**src/rtl/clkout_div_pkg.sv**
```systemverilog
package clkout_div_pkg;
  localparam int REG_W   = 8;
  localparam int OFF_BIT = 7;
  localparam int PRE_BIT = 5;
  localparam int DIV_W   = 5;
  localparam int PRE_W   = 4;
endpackage

```
**src/rtl/clkout_div_reg.sv**
```systemverilog
module clkout_div_reg
  import clkout_div_pkg::*;
#(
  parameter int DIV_W_P = DIV_W
) (
  input  logic               clk_i,
  input  logic               rst_ni,
  input  logic               wr_en_i,
  input  logic [REG_W-1:0]   wr_data_i,
  output logic               off_o,
  output logic               nxt_pre_o,
  output logic [DIV_W_P-1:0] nxt_ratio_o,
  output logic [REG_W-1:0]   rd_data_o
);
  logic               off_q, pre_q;
  logic [DIV_W_P-1:0] ratio_q;
  logic               off_d;

  always_comb begin
    off_d       = wr_en_i ? wr_data_i[OFF_BIT]       : off_q;
    nxt_pre_o   = wr_en_i ? wr_data_i[PRE_BIT]       : pre_q;
    nxt_ratio_o = wr_en_i ? wr_data_i[DIV_W_P-1:0]   : ratio_q;
  end

  always_ff @(posedge clk_i or negedge rst_ni) begin
    if (!rst_ni) begin
      off_q   <= 1'b1;
      pre_q   <= 1'b0;
      ratio_q <= '0;
    end else begin
      off_q   <= off_d;
      pre_q   <= nxt_pre_o;
      ratio_q <= nxt_ratio_o;
    end
  end

  always_comb begin
    rd_data_o                = '0;
    rd_data_o[OFF_BIT]       = off_q;
    rd_data_o[PRE_BIT]       = pre_q;
    rd_data_o[DIV_W_P-1:0]   = ratio_q;
  end

  assign off_o = off_q;
endmodule

```
**src/rtl/clkout_div_base.sv**
```systemverilog
module clkout_div_base #(
  parameter int DIV_W_P = 5
) (
  input  logic               clk_i,
  input  logic               rst_ni,
  input  logic               run_i,
  input  logic [DIV_W_P-1:0] limit_i,
  output logic               tc_o,
  output logic [DIV_W_P-1:0] cnt_o
);
  logic [DIV_W_P-1:0] cnt_q;

  assign tc_o = run_i && (cnt_q == limit_i);

  always_ff @(posedge clk_i or negedge rst_ni) begin
    if (!rst_ni)      cnt_q <= '0;
    else if (!run_i)  cnt_q <= '0;
    else if (tc_o)    cnt_q <= '0;
    else              cnt_q <= cnt_q + 1'b1;
  end

  assign cnt_o = cnt_q;
endmodule

```
**src/rtl/clkout_div_post.sv**
```systemverilog
module clkout_div_post #(
  parameter int PRE_W_P = 4
) (
  input  logic               clk_i,
  input  logic               rst_ni,
  input  logic               run_i,
  input  logic               en_i,
  input  logic               step_i,
  output logic               wrap_o,
  output logic               msb_o,
  output logic [PRE_W_P-1:0] cnt_o
);
  logic [PRE_W_P-1:0] cnt_q;

  always_ff @(posedge clk_i or negedge rst_ni) begin
    if (!rst_ni)              cnt_q <= '0;
    else if (!run_i)          cnt_q <= '0;
    else if (en_i && step_i)  cnt_q <= cnt_q + 1'b1;
  end

  assign wrap_o = &cnt_q;
  assign msb_o  = cnt_q[PRE_W_P-1];
  assign cnt_o  = cnt_q;
endmodule

```
**src/rtl/clkout_div_out.sv**
```systemverilog
module clkout_div_out #(
  parameter int DIV_W_P = 5
) (
  input  logic               clk_i,
  input  logic               rst_ni,
  input  logic               run_i,
  input  logic               pre_en_i,
  input  logic [DIV_W_P-1:0] ratio_i,
  input  logic [DIV_W_P-1:0] cnt_i,
  input  logic               post_msb_i,
  output logic               clk_o
);
  logic [DIV_W_P:0] n_w, half_w;
  logic             hi_w, out_q, byp_n_q;

  always_comb begin
    n_w    = {1'b0, ratio_i} + (DIV_W_P+1)'(1);
    half_w = n_w >> 1;
    hi_w   = pre_en_i ? !post_msb_i : ({1'b0, cnt_i} < half_w);
  end

  always_ff @(posedge clk_i or negedge rst_ni) begin
    if (!rst_ni) out_q <= 1'b0;
    else         out_q <= run_i && hi_w;
  end

  // gate enable updated while clk_i is low so the bypass path cannot chop a high phase
  always_ff @(negedge clk_i or negedge rst_ni) begin
    if (!rst_ni) byp_n_q <= 1'b0;
    else         byp_n_q <= run_i && !pre_en_i && (ratio_i == '0);
  end

  assign clk_o = out_q | (clk_i & byp_n_q);
endmodule

```
**src/rtl/clkout_div.sv**
```systemverilog
module clkout_div
  import clkout_div_pkg::*;
#(
  parameter int DIV_W_P = DIV_W,
  parameter int PRE_W_P = PRE_W
) (
  input  logic             clk_i,
  input  logic             rst_ni,
  input  logic             wr_en_i,
  input  logic [REG_W-1:0] wr_data_i,
  output logic [REG_W-1:0] rd_data_o,
  output logic             clk_o
);
  logic               off, run, nxt_pre;
  logic [DIV_W_P-1:0] nxt_ratio, act_ratio, base_cnt;
  logic               act_pre, base_tc, post_wrap, post_msb, period_end;
  logic [PRE_W_P-1:0] post_cnt;

  clkout_div_reg #(.DIV_W_P(DIV_W_P)) u_reg (
    .clk_i, .rst_ni, .wr_en_i, .wr_data_i,
    .off_o(off), .nxt_pre_o(nxt_pre), .nxt_ratio_o(nxt_ratio), .rd_data_o
  );

  assign run        = !off;
  assign period_end = base_tc && (!act_pre || post_wrap);

  // active setting: tracks the register while idle, else swaps only at period end
  always_ff @(posedge clk_i or negedge rst_ni) begin
    if (!rst_ni) begin
      act_ratio <= '0;
      act_pre   <= 1'b0;
    end else if (!run || period_end) begin
      act_ratio <= nxt_ratio;
      act_pre   <= nxt_pre;
    end
  end

  clkout_div_base #(.DIV_W_P(DIV_W_P)) u_base (
    .clk_i, .rst_ni, .run_i(run), .limit_i(act_ratio),
    .tc_o(base_tc), .cnt_o(base_cnt)
  );

  clkout_div_post #(.PRE_W_P(PRE_W_P)) u_post (
    .clk_i, .rst_ni, .run_i(run), .en_i(act_pre), .step_i(base_tc),
    .wrap_o(post_wrap), .msb_o(post_msb), .cnt_o(post_cnt)
  );

  clkout_div_out #(.DIV_W_P(DIV_W_P)) u_out (
    .clk_i, .rst_ni, .run_i(run), .pre_en_i(act_pre), .ratio_i(act_ratio),
    .cnt_i(base_cnt), .post_msb_i(post_msb), .clk_o
  );
endmodule

```
**config.mk**
```make
export PLATFORM = sky130hd
export DESIGN_NAME = clkout_div
export DESIGN_NICKNAME = d
export VERILOG_FILES = /design/src/rtl/clkout_div_pkg.sv /design/src/rtl/clkout_div_reg.sv /design/src/rtl/clkout_div_base.sv /design/src/rtl/clkout_div_post.sv /design/src/rtl/clkout_div_out.sv /design/src/rtl/clkout_div.sv
export SDC_FILE = /design/constraint.sdc
export NUM_CORES = 1
export LEC_CHECK = 0
export BUFFER_PORTS_ARGS = -buffer_cell sky130_fd_sc_hd__buf_4
export CAP_MARGIN = 20
export CORE_MARGIN = 4
export CORE_UTILIZATION = 59
export DETAILED_ROUTE_END_ITERATION = 8
export PLACE_DENSITY = 0.93
export SLEW_MARGIN = 5
export SYNTH_ARGS = -nofsm -noshare
export SYNTH_HDL_FRONTEND = slang
export SYNTH_SLANG_ARGS = --single-unit
```
**constraint.sdc**
```tcl
create_clock -name clk_i -period 3.76 [get_ports clk_i]
set_input_delay 0.188 -clock clk_i [delete_from_list [all_inputs] [get_ports clk_i]]
set_output_delay 0.188 -clock clk_i [all_outputs]
set_load 0.02 [all_outputs]
```
=== After elaboration in Yosys (flattened, before gate mapping) ===
Cells that the tools add are included.

* Input port bits: 11
* Register bits: 24
* Output and inout bits: 9
* Logic and storage cells: 37

* Reduce and logical (&&, ||, !) cells: 14
* $lt $le $gt $ge: 1
* Equality and inequality tests: 1
* Add/sub/neg operators: 3
* Muxes and demuxes: 7
* Bitwise logic cells: 2

{| class="wikitable"
|+ Operators with widths
! cell !! count
|-
| $mux W5 || 3
|-
| $mux W4 || 2
|-
| $add A5 B1 Y6 const B || 1
|-
| $logic_and A1 B1 Y1 || 6
|-
| $add A5 B1 Y5 const B || 1
|-
| $eq A5 B5 Y1 || 1
|-
| $logic_not A5 Y1 || 1
|-
| $lt A5 B5 Y1 || 1
|-
| $add A4 B1 Y4 const B || 1
|-
| $reduce_and A4 Y1 || 1
|-
| $logic_not A1 Y1 || 3
|-
| $logic_or A1 B1 Y1 || 2
|-
| $mux W1 || 2
|-
| $reduce_bool A2 Y1 || 1
|-
| $and A1 B1 Y1 || 1
|-
| $or A1 B1 Y1 || 1
|}

=== Depth between registers and ports, before layout ===
* Word-level depth: 5
* Mapped depth: 7
* Mapped depth without buffers: 7

=== Cells and area by module ===
Synthesis repeated with hierarchy kept, for this count alone.

* Cells, all modules: 115
* Area total of the unflattened synthesis: 1330.0 µm²

{| class="wikitable"
|+ Modules (own cells, without submodules)
! module !! sequential area each (µm²) !! area each (µm²) !! times used !! cells an instance
|-
| clkout_div_reg || 176.4 || 319.1 || 1 || 19
|-
| clkout_div_base || 125.1 || 284.0 || 1 || 28
|-
| clkout_div_out || 50.0 || 261.5 || 1 || 30
|-
| clkout_div || 150.1 || 257.7 || 1 || 18
|-
| clkout_div_post || 100.1 || 207.7 || 1 || 20
|}

==> metrics.cfg <==
[outcome]
outcome=finished, final reports clean

[setup_path]
required_ns=3.57
crit_slowest_cell=dfrtn_1
path_max_fanout=1
cp-start-kind=flop
cp_num_buf_inv=1
max_stage_delay_ns=0.34
cp_top_family=flip-flops
end_kind=output pin
crit_type=reg2out
crit_chain=a21o_1, buf_4
crit_arrival_ns=2.94

[timing]
holdWs_ns=0.01946
worstMarginPinSlew_ns=0.5665
final_max_slew_viol_count=0
setup_slack_ns=0.6319
grt_setup_unrepaired=false
relSlewSlack_pct=61.83
hold_violations=0
fin_skew_ns=0.001455
tns_ns=0
finalSetupViolCount=0

[synth]
async_flop_share_pct=100.0
synth_ff_type=dfrtp_1
syn_area_um2=1300
synth.distinct_cells=34
yosysWarningCount=0
seq_area_frac_synth_pct=46.29
synthesis.nets=132
syn_area_per_cell_um2=11.50
netlist_instances=113
synth-seq-cells=24
synth_edf_count=0

[global_route]
grt_max_degree=25
antenna_found_initial=0
grt_pass1_vias=943
gr-usage-all-layers_pct=20.95
grt_remaining_overflow=0
grt_pass1_wl_mm=4.140

[place]
dp_hpwl_mm=1.915
pre_cts_slack_ns=0.7906
numPortBuffers=17
dpl-instance-area_um2=1413
gp_congestion=0.8146

[drt]
route.vias.total=945
wire_per_inst_um=16.20
drt_iter0_drc=34
ant_nets=0
firstDrtPassIters=4
viasPerCell=5.762
drc=0
routed_wl_mm=2.656

[pwr]
design_power_total_w=0.0008188
total_leakage_power_nw=0.7283
ir_drop_v=0.0003509
power_density_nw_per_um2=534.6

[clocking]
clk_pin_slew_ns=0.13
cts.repair.resized=0
clkLatencyLatePin_ns=0.42
cts_tree=built

[floorplanning]
start_util_pct=64.29
core_region_area_um2=2022
ios=20
rows=16
die_h_um=54.94
dieArea_um2=3018
die_width_um=54.94

[worst_hold_path]
hp-class=in2reg

[final_layout]
final_area_um2=1531
layout-drive-gt1-share_pct=29.93
final_nets=157
n_antenna_cell=0
area_growth_pct=17.81

[flow_run]
cap_violations=0

synth_stat cells, types with 2 or more instances:
| library cell | n | share of area, % |
|---|---|---|
| buf_4 | 3 | 1.7 |
| buf_6 | 2 | 1.7 |
| a21o_1 | 2 | 1.2 |
| or4_1 | 3 | 1.7 |
| o31ai_1 | 2 | 1.2 |
| mux2_2 | 7 | 6.1 |
| o21ai_0 | 3 | 1.2 |
| dfrtp_1 | 22 | 42 |
| a21oi_1 | 2 | 0.77 |
| nor2_1 | 9 | 2.6 |
| ha_1 | 8 | 7.7 |
| nand3_1 | 7 | 2.7 |
| nor3_1 | 2 | 0.77 |
| inv_1 | 5 | 1.4 |
| mux2_4 | 5 | 5.8 |
| xnor2_1 | 7 | 4.7 |
| nand2_1 | 4 | 1.2 |
| xor2_1 | 4 | 2.7 |
cells by family (layout without fill, tap and decap cells):
| family | count (synthesis) | in the layout | share of synthesized area, % |
|---|---|---|---|
| simple gates | 31 | 31 | 12.32 |
| flops | 24 | 24 | 46.29 |
| compound gates | 14 | 14 | 8.181 |
| mux | 13 | 13 | 12.61 |
| xor+xnor | 11 | 11 | 7.411 |
| buf+inv | 11 | 35 | 5.197 |
| fa+ha+maj | 8 | 8 | 7.700 |
| other cells | 1 | 1 | 0.2885 |
power breakdown:
group / internal (W) / total (W) / switching (W)
combinational: 0.000131 / 0.000255 / 0.000124
clock: 0.000103 / 0.000202 / 0.0000983
sequential: 0.000302 / 0.000363 / 0.0000605
final timing paths:
path                                     to  slack [ns]             from  cells after the start
min in group asynchronous       u_out.out_q        0.17           rst_ni                      2
max                                   clk_o        0.63    u_out.byp_n_q                      2
min                        u_reg.ratio_q[3]        0.02     wr_data_i[3]                      2
min reg2reg                 u_base.cnt_o[0]        0.54  u_base.cnt_o[0]                      1
max reg2reg                   u_out.byp_n_q        0.76      u_reg.off_o                      3
max in group asynchronous     u_out.byp_n_q        1.56           rst_ni                      2
flip-flops by register name, summed over array words and instances (netlist names):
name,cells
act_pre,1
act_ratio,5
u_base.cnt_o,5
u_out.byp_n_q,1
u_out.out_q,1
u_post.cnt_o,4
u_reg.off_o,1
u_reg.pre_q,1
u_reg.ratio_q,5
stage by stage:
stage          utilization [%]  instances
2_1_floorplan                -        113
3_3_place_gp             69.86        151
3_5_place_dp             69.86        151
4_1_cts                  74.75        162
5_1_grt                  75.74        164
6_report                 75.74        164
area by class of cell:
cell class	instances	area [um2]
repair buffers	22	180.2
multi-input cells	78	630.6
flip-flops and latches	24	601.8
inverters	5	18.77
clock buffers	8	66.31
fillers	136	490.5
well taps	27	33.78
cells in the final DEF, fill, tap and decap left out, drive strengths merged:
cell type / instances
conb: 1
or4: 3
clkbuf: 7
a21oi: 2
o21ai: 3
dlygate4sd3: 6
xnor2: 7
o211ai: 1
ha: 8
mux2: 12
o31a: 1
nand3: 8
nand4b: 1
nand2b: 1
nand2: 5
nor2: 9
inv: 5
a21o: 2
o31ai: 2
xor2: 4
dfrtp: 22
nor2b: 1
a31oi: 1
nor3: 2
dfstp: 1
mux2i: 1
a211o: 1
and3: 1
buf: 17
dfrtn: 1
o32a: 1
timing repair:
action | in CTS | in global routing
hold buffers | 4 | 2
hold endpoints to repair | 25 | 2
endpoints found under the setup margin | 0 | 0
buffers inserted | 0 | 0
layer usage:
metal  track usage [%]  wire length (um)  up-vias
met1             22.40              1045      460
met4             14.98                85        0
li1                  -                 -      437
met3             7.507               143       10
met2             34.06              1383       38
met5                 0                 0        -
No activity file was read; power rests on OpenSTA's default activity.
